## config.mk

```make
export PLATFORM = sky130hd
export DESIGN_NAME = gclk_piso
export DESIGN_NICKNAME = d
export VERILOG_FILES = /design/src/rtl/gclk_piso_pkg.sv /design/src/rtl/gclk_piso_sync.sv /design/src/rtl/gclk_piso_ctrl.sv /design/src/rtl/gclk_piso_shreg.sv /design/src/rtl/gclk_piso.sv
export SDC_FILE = /design/constraint.sdc
export NUM_CORES = 1
export LEC_CHECK = 0
export BUFFER_PORTS_ARGS = -buffer_cell sky130_fd_sc_hd__buf_2
export CORE_UTILIZATION = 42
export CTS_CLUSTER_SIZE = 28
export DETAILED_ROUTE_END_ITERATION = 6
export PLACE_DENSITY = 0.76
export SETUP_SLACK_MARGIN = 0.05
export SYNTH_ARGS = -nofsm -noshare
export SYNTH_HDL_FRONTEND = slang
export SYNTH_HIERARCHICAL = 1
export SYNTH_SLANG_ARGS = --single-unit
export TNS_END_PERCENT = 30
```

## constraint.sdc

```tcl
create_clock -name clk -period 1.7 [get_ports clk]
set_clock_uncertainty 0.2 [all_clocks]
set_input_delay 0.34 -clock clk [delete_from_list [all_inputs] [get_ports clk]]
set_output_delay 0.34 -clock clk [all_outputs]
set_load 0.02 [all_outputs]
```

## src/rtl/gclk_piso_pkg.sv

```systemverilog
package gclk_piso_pkg;
  typedef enum logic [1:0] {
    OP_HOLD  = 2'd0,
    OP_LOAD  = 2'd1,
    OP_SHIFT = 2'd2
  } op_e;

  // bit positions inside the synchronized pin vector
  localparam int unsigned PIN_CLK = 0;
  localparam int unsigned PIN_GATE = 1;
  localparam int unsigned PIN_MODE = 2;
  localparam int unsigned PIN_W = 3;
endpackage

```

## src/rtl/gclk_piso_sync.sv

```systemverilog
module gclk_piso_sync #(
  parameter int unsigned W = 3,
  parameter int unsigned DEPTH = 2,
  parameter logic [W-1:0] RST_VAL = '1
) (
  input  logic         clk,
  input  logic         rst,
  input  logic [W-1:0] d_i,
  output logic [W-1:0] q_o
);
  logic [DEPTH-1:0][W-1:0] chain_q;

  always_ff @(posedge clk) begin
    if (rst) begin
      chain_q <= {DEPTH{RST_VAL}};
    end else begin
      chain_q[0] <= d_i;
      for (int k = 1; k < DEPTH; k++) begin
        chain_q[k] <= chain_q[k-1];
      end
    end
  end

  assign q_o = chain_q[DEPTH-1];
endmodule

```

## src/rtl/gclk_piso_ctrl.sv

```systemverilog
module gclk_piso_ctrl
  import gclk_piso_pkg::*;
(
  input  logic clk,
  input  logic rst,
  input  logic sclk_s_i,
  input  logic sgate_s_i,
  input  logic mode_s_i,
  output op_e  op_o
);
  logic gate_now;
  logic gate_q;
  logic mode_q;
  logic gate_rise;

  assign gate_now  = sclk_s_i | sgate_s_i;
  assign gate_rise = gate_now & ~gate_q;

  always_ff @(posedge clk) begin
    if (rst) begin
      gate_q <= 1'b1;
      mode_q <= 1'b1;
    end else begin
      gate_q <= gate_now;
      mode_q <= mode_s_i;
    end
  end

  always_comb begin
    if (!mode_s_i) begin
      op_o = OP_LOAD;
    end else if (gate_rise && mode_q) begin
      op_o = OP_SHIFT;
    end else begin
      op_o = OP_HOLD;
    end
  end


  shift_needs_settled_mode_chk: assert property (@(posedge clk) disable iff (rst)
    (op_o == OP_SHIFT) |-> (mode_s_i && $past(mode_s_i)));


  no_shift_under_high_gate_chk: assert property (@(posedge clk) disable iff (rst)
    $past(sclk_s_i | sgate_s_i) |-> (op_o != OP_SHIFT));


  load_when_mode_low_chk: assert property (@(posedge clk) disable iff (rst)
    !mode_s_i |-> (op_o == OP_LOAD));
endmodule

```

## src/rtl/gclk_piso_shreg.sv

```systemverilog
module gclk_piso_shreg
  import gclk_piso_pkg::*;
#(
  parameter int unsigned STAGES = 8
) (
  input  logic              clk,
  input  logic              rst,
  input  op_e               op_i,
  input  logic [STAGES-1:0] par_i,
  input  logic              ser_i,
  output logic              ser_o,
  output logic              ser_n_o
);
  localparam int unsigned LAST = STAGES - 1;

  logic [STAGES-1:0] stage_q;
  logic [STAGES-1:0] stage_d;
  logic              inv_q;

  generate
    for (genvar g = 0; g < STAGES; g++) begin : g_cell
      logic shift_src;
      if (g == 0) begin : g_head
        assign shift_src = ser_i;
      end else begin : g_body
        assign shift_src = stage_q[g-1];
      end
      assign stage_d[g] = (op_i == OP_LOAD)  ? par_i[g] :
                          (op_i == OP_SHIFT) ? shift_src : stage_q[g];
    end
  endgenerate

  always_ff @(posedge clk) begin
    if (rst) begin
      stage_q <= '0;
      inv_q   <= 1'b1;
    end else begin
      stage_q <= stage_d;
      inv_q   <= ~stage_d[LAST];
    end
  end

  assign ser_o   = stage_q[LAST];
  assign ser_n_o = inv_q;


  load_capture_chk: assert property (@(posedge clk) disable iff (rst)
    (op_i == OP_LOAD) |=> (stage_q == $past(par_i)));


  shift_move_chk: assert property (@(posedge clk) disable iff (rst)
    (op_i == OP_SHIFT) |=> (stage_q == {$past(stage_q[STAGES-2:0]), $past(ser_i)}));


  hold_stable_chk: assert property (@(posedge clk) disable iff (rst)
    (op_i == OP_HOLD) |=> $stable(stage_q));


  complement_chk: assert property (@(posedge clk) disable iff (rst)
    ser_n_o != ser_o);


  reset_clear_chk: assert property (@(posedge clk)
    rst |=> (stage_q == '0 && ser_n_o));
endmodule

```

## src/rtl/gclk_piso.sv

```systemverilog
module gclk_piso
  import gclk_piso_pkg::*;
#(
  parameter int unsigned STAGES = 8,
  parameter int unsigned SYNC_STAGES = 2
) (
  input  logic              clk,
  input  logic              rst,
  input  logic              sclk_i,
  input  logic              sgate_i,
  input  logic              shift_nload_i,
  input  logic [STAGES-1:0] par_i,
  input  logic              ser_i,
  output logic              ser_o,
  output logic              ser_n_o
);
  logic [PIN_W-1:0] pins_raw;
  logic [PIN_W-1:0] pins_s;
  op_e              op;

  always_comb begin
    pins_raw           = '0;
    pins_raw[PIN_CLK]  = sclk_i;
    pins_raw[PIN_GATE] = sgate_i;
    pins_raw[PIN_MODE] = shift_nload_i;
  end

  gclk_piso_sync #(
    .W(PIN_W),
    .DEPTH(SYNC_STAGES),
    .RST_VAL('1)
  ) u_sync (
    .clk(clk),
    .rst(rst),
    .d_i(pins_raw),
    .q_o(pins_s)
  );

  gclk_piso_ctrl u_ctrl (
    .clk(clk),
    .rst(rst),
    .sclk_s_i(pins_s[PIN_CLK]),
    .sgate_s_i(pins_s[PIN_GATE]),
    .mode_s_i(pins_s[PIN_MODE]),
    .op_o(op)
  );

  gclk_piso_shreg #(
    .STAGES(STAGES)
  ) u_shreg (
    .clk(clk),
    .rst(rst),
    .op_i(op),
    .par_i(par_i),
    .ser_i(ser_i),
    .ser_o(ser_o),
    .ser_n_o(ser_n_o)
  );
endmodule

```

# Yosys cells after proc, flatten, opt, wreduce, memory -nomap -nowiden
# Index checks and enable logic that the tools add are counted.
# word_totals
ff_bits,17
input_bits,14
out_inout_bits,2
elab_cells,33
# op_classes
eq_ne,2
n_mux,18
bitwise_logic,4
reduce_logical,2
# op_table
cell,count
$mux W1,16
$mux W2,2
$eq A2 B1 Y1 const B,1
$eq A2 B2 Y1 const B,1
$not A1 Y1,2
$reduce_bool A2 Y1,1
$and A1 B1 Y1,1
$logic_and A1 B1 Y1,1
$or A1 B1 Y1,1

# Depth between registers and ports, before layout
# logic_depth
ltp_word,9
ltp_mapped,8
depth_no_buf,6

# Hierarchy
# Netlist, hierarchy kept.
# modules_own_cells
module,n_inst,cells_each,area_each_um2,seq_area_each_um2
gclk_piso_shreg,1,46,457.9,180.2
gclk_piso_sync,1,15,180.2,120.1
gclk_piso_ctrl,1,8,68.8,40.0

# Worst setup path before layout
# Ideal clock, no wire load.
# synth_timing
path_type,register to register
start,register u_sync.chain_q (netlist bit u_sync/q_o[1])
end,register (tool-made name)
setup_ns,0.095
arrival_time_ns,1.362
required_time_ns,1.405
setup_slack_ns,0.042
stages_incl_launch_ff,9
synth_period_minus_slack_ns,1.658
path_cell_list,dfxtp_1 buf_4 nor2_1 nor3_1 inv_1 ha_1 buf_6 nand3b_1 a221oi_1
# synth_lines
item,line_no,source
from (decl),gclk_piso_sync.sv:11,logic [DEPTH-1:0][W-1:0] chain_q;
from (signal assigned),gclk_piso_sync.sv:15,chain_q <= {DEPTH{RST_VAL}};
"from (signal, indexed assignment)",gclk_piso_sync.sv:19,chain_q[k] <= chain_q[k-1];

==> results.txt <==
crit-path max FO = 5
FP Rows = 14
WHS Path Cells = 2
vias in the first global route = 459
largest area contributor in the netlist = dfxtp_1
Area Overhead vs Synth = 36.1%
Slew @ Worst Pin = 0.348 ns
mean routed wirelength per cell = 12.9 µm
outcome = complete, but fails checks
Synth async-reset ratio = 0%
Reg2Reg Depth = 7
Iter 0 DRT Violations = 5
failing checks = setup timing
Final nets = 107
WP data required = 1.72 ns
Distinct cells, synth = 22
leakage = 0.364 nW
pre-CTS WS = -0.0876 ns
Die Footprint = 1850 µm²
# port buffers = 15
Post-Synth XOR/XNOR Area = 0%
Final period util = 100%
clk sinks = 17
layout cells sized above 1 = 53.3%
DRC Markers = 0
n_diodes = 0
final setup fails = 1
synthesized cell area = 707 µm²
H-tree depth = 1
vias per cell = 5.05
Synth Area in Compound Gates = 10.4%
CTS Hold Buffers Added = 0
post-DP HPWL = 772 µm
crit path kind = reg -> reg
width of the die = 43.0 µm
die height = 43.0 µm
global route overflow = 0
WL final = 1.36 mm
post-route minimum period = 1.71 ns
YS warnings = 6
Setup crit end kind = flip-flop
setup TNS = -0.00632 ns
Placer Congestion = 0.768
clock transition at the registers of the reported paths = 0.10 ns
power density over the cells = 780 nW/µm²
total CTS buffers = 3
initial antenna violation count = 0
max_slew headroom = 76.8%
Post-synth EDFFs = 0
first-pass GRT wire length = 2.01 mm
Initial Utilization = 45.9%
CORE AREA = 1540 µm²
Slew Viols, Final = 0
RSZ-0062 raised after global routing = true
IR drop worst, VDD = 573 µV
Most used DFF post-synth = dfxtp_1
GR Util All Layers = 15.3%
Max Freq = 0.586 GHz
fin area = 962 µm²
area share of fa/ha/maj cells after synthesis = 3.54%
CTS root buf = clkbuf_4
syn_nets = 85
placed instance area = 764 µm²
HP Class = in -> reg
crit path DAT = 1.72 ns
CTS tree = done
clk_lat worst skew = 0.29 ns
slack of the critical path = -0.00632 ns
I/O pin cnt = 16
Gate Count Post-Synth = 69
Final Power = 0.750 mW
Yosys top cell area share = 48.1%
top cells by area, synth = dfxtp_1 48%, mux2i_1 9.9%, a211oi_1 7.4%
Seq/Total Area, Yosys = 48.1%
Maximum Capacitance Violations = 0
routed via count = 535
final hold violations = 0
drt first pass iters = 3
Register-to-Register Setup Slack = -0.006 ns
Synth Area in Simple Gates = 17.2%
mux cell area share after synthesis = 11.5%
Synth Area per Inst = 10.2 µm²
post-route ant nets = 0
pin count of the biggest net entering global routing = 18
Longest Clk Path Bufs = 2
largest family of logic cells by synthesized area = simple AND/OR/NAND/NOR gates
Seq cells post-synth = 17
startpoint types = flip-flop
-- worst max-delay path, cell delays in order (launching register included) --
cell,delay [ns]
dfxtp_2,0.35
nand2_2,0.06
nor3_4,0.20
buf_6,0.13
ha_4,0.21
buf_6,0.13
buf_6,0.11
a221oi_2,0.24
-- path summary, 6_finish.rpt --
path | from | end
hold reg to reg | u_sync/chain_q[1]$_SDFF_PP1_ | u_sync/q_o[1]$_SDFF_PP1_
setup reg to reg | u_sync/q_o[2]$_SDFF_PP1_ | flip-flop
setup / recovery | u_sync/q_o[2]$_SDFF_PP1_ | flip-flop
hold / removal | shift_nload_i | u_sync/chain_q[2]$_SDFF_PP1_
-- cell usage in the layout (no fill, tap or decap) --
cell type	instances
o211ai_1	1
buf_6	5
ha_4	2
or2_2	1
nor3_4	1
buf_2	15
dfxtp_1	15
clkinvlp_4	2
mux2_2	1
a21oi_1	1
nor2b_1	5
inv_2	2
a221oi_2	1
or2b_1	1
clkbuf_4	3
nor2b_2	2
dfxtp_2	2
nand2_2	1
buf_4	3
nand3b_1	1
nor2_4	1
inv_1	3
a211oi_1	1
mux2i_1	7
or2_1	6
a211oi_2	6
or3_1	1
-- area by class of cell --
| class | instances | area [µm²] |
|---|---|---|
| timing repair buffer | 23 | 154 |
| sequential | 17 | 343 |
| tap | 16 | 20.0 |
| inverter | 6 | 26.3 |
| clock inverter | 1 | 7.51 |
| clock buffer | 3 | 22.5 |
| multi-input combinational | 40 | 389 |
| fill | 132 | 579 |
-- flip-flops by register name, summed over array words and instances, names as in the netlist, named ones only --
register and count:
u_shreg/stage_q 7, u_sync/chain_q 3, u_sync/q_o 3, u_ctrl/gate_q 1, u_ctrl/mode_q 1, u_shreg/ser_n_o 1
-- routing by layer --
| metal | wire (µm) | global-route usage, % |
|---|---|---|
| met5 | 0 | 0 |
| met4 | 25 | 9.09 |
| met3 | 62 | 6.38 |
| met2 | 667 | 24.2 |
| met1 | 607 | 16.9 |
-- stage by stage --
step / cells / hold WS (ns) / util, %
floorplan: 69 / 0.183 / -
global placement: 94 / 0.186 / 49.6
detailed placement: 94 / 0.189 / 49.6
CTS: 98 / 0.00512 / 52.5
global route: 106 / 0.000296 / 62.4
finish: 106 / 0.0151 / 62.4
-- cell families (layout without fill, tap and decap cells) --
logic type      count (synthesis)  count (layout)
simple gates                   20              20
buf+inv                        12              33
mux                             8               8
compound gates                 10              10
flops                          17              17
fa+ha+maj                       2               2
-- synthesized netlist by cell type (2+ instances only) --
cell type / number
a211oi_1: 7
buf_4: 3
or2_1: 6
dfxtp_1: 17
mux2i_1: 7
ha_1: 2
inv_1: 6
nor2b_1: 7
-- power breakdown --
| part | internal (mW) | total [mW] | switching (mW) |
|---|---|---|---|
| combinational | 0.0536 | 0.102 | 0.0486 |
| clock | 0.0896 | 0.221 | 0.131 |
| sequential | 0.418 | 0.427 | 0.00966 |
| total | 0.561 | 0.750 | 0.189 |
-- what timing repair did --
| action | 4_1_cts | 5_1_grt |
|---|---|---|
| pin swaps | 0 | 13 |
| setup endpoints to repair | 9 | 9 |
| setup buffers | 0 | 8 |
| gates resized for setup | 3 | 28 |
| endpoints found under the hold margin | 0 | 0 |
Power figures use the tool's default switching activity.
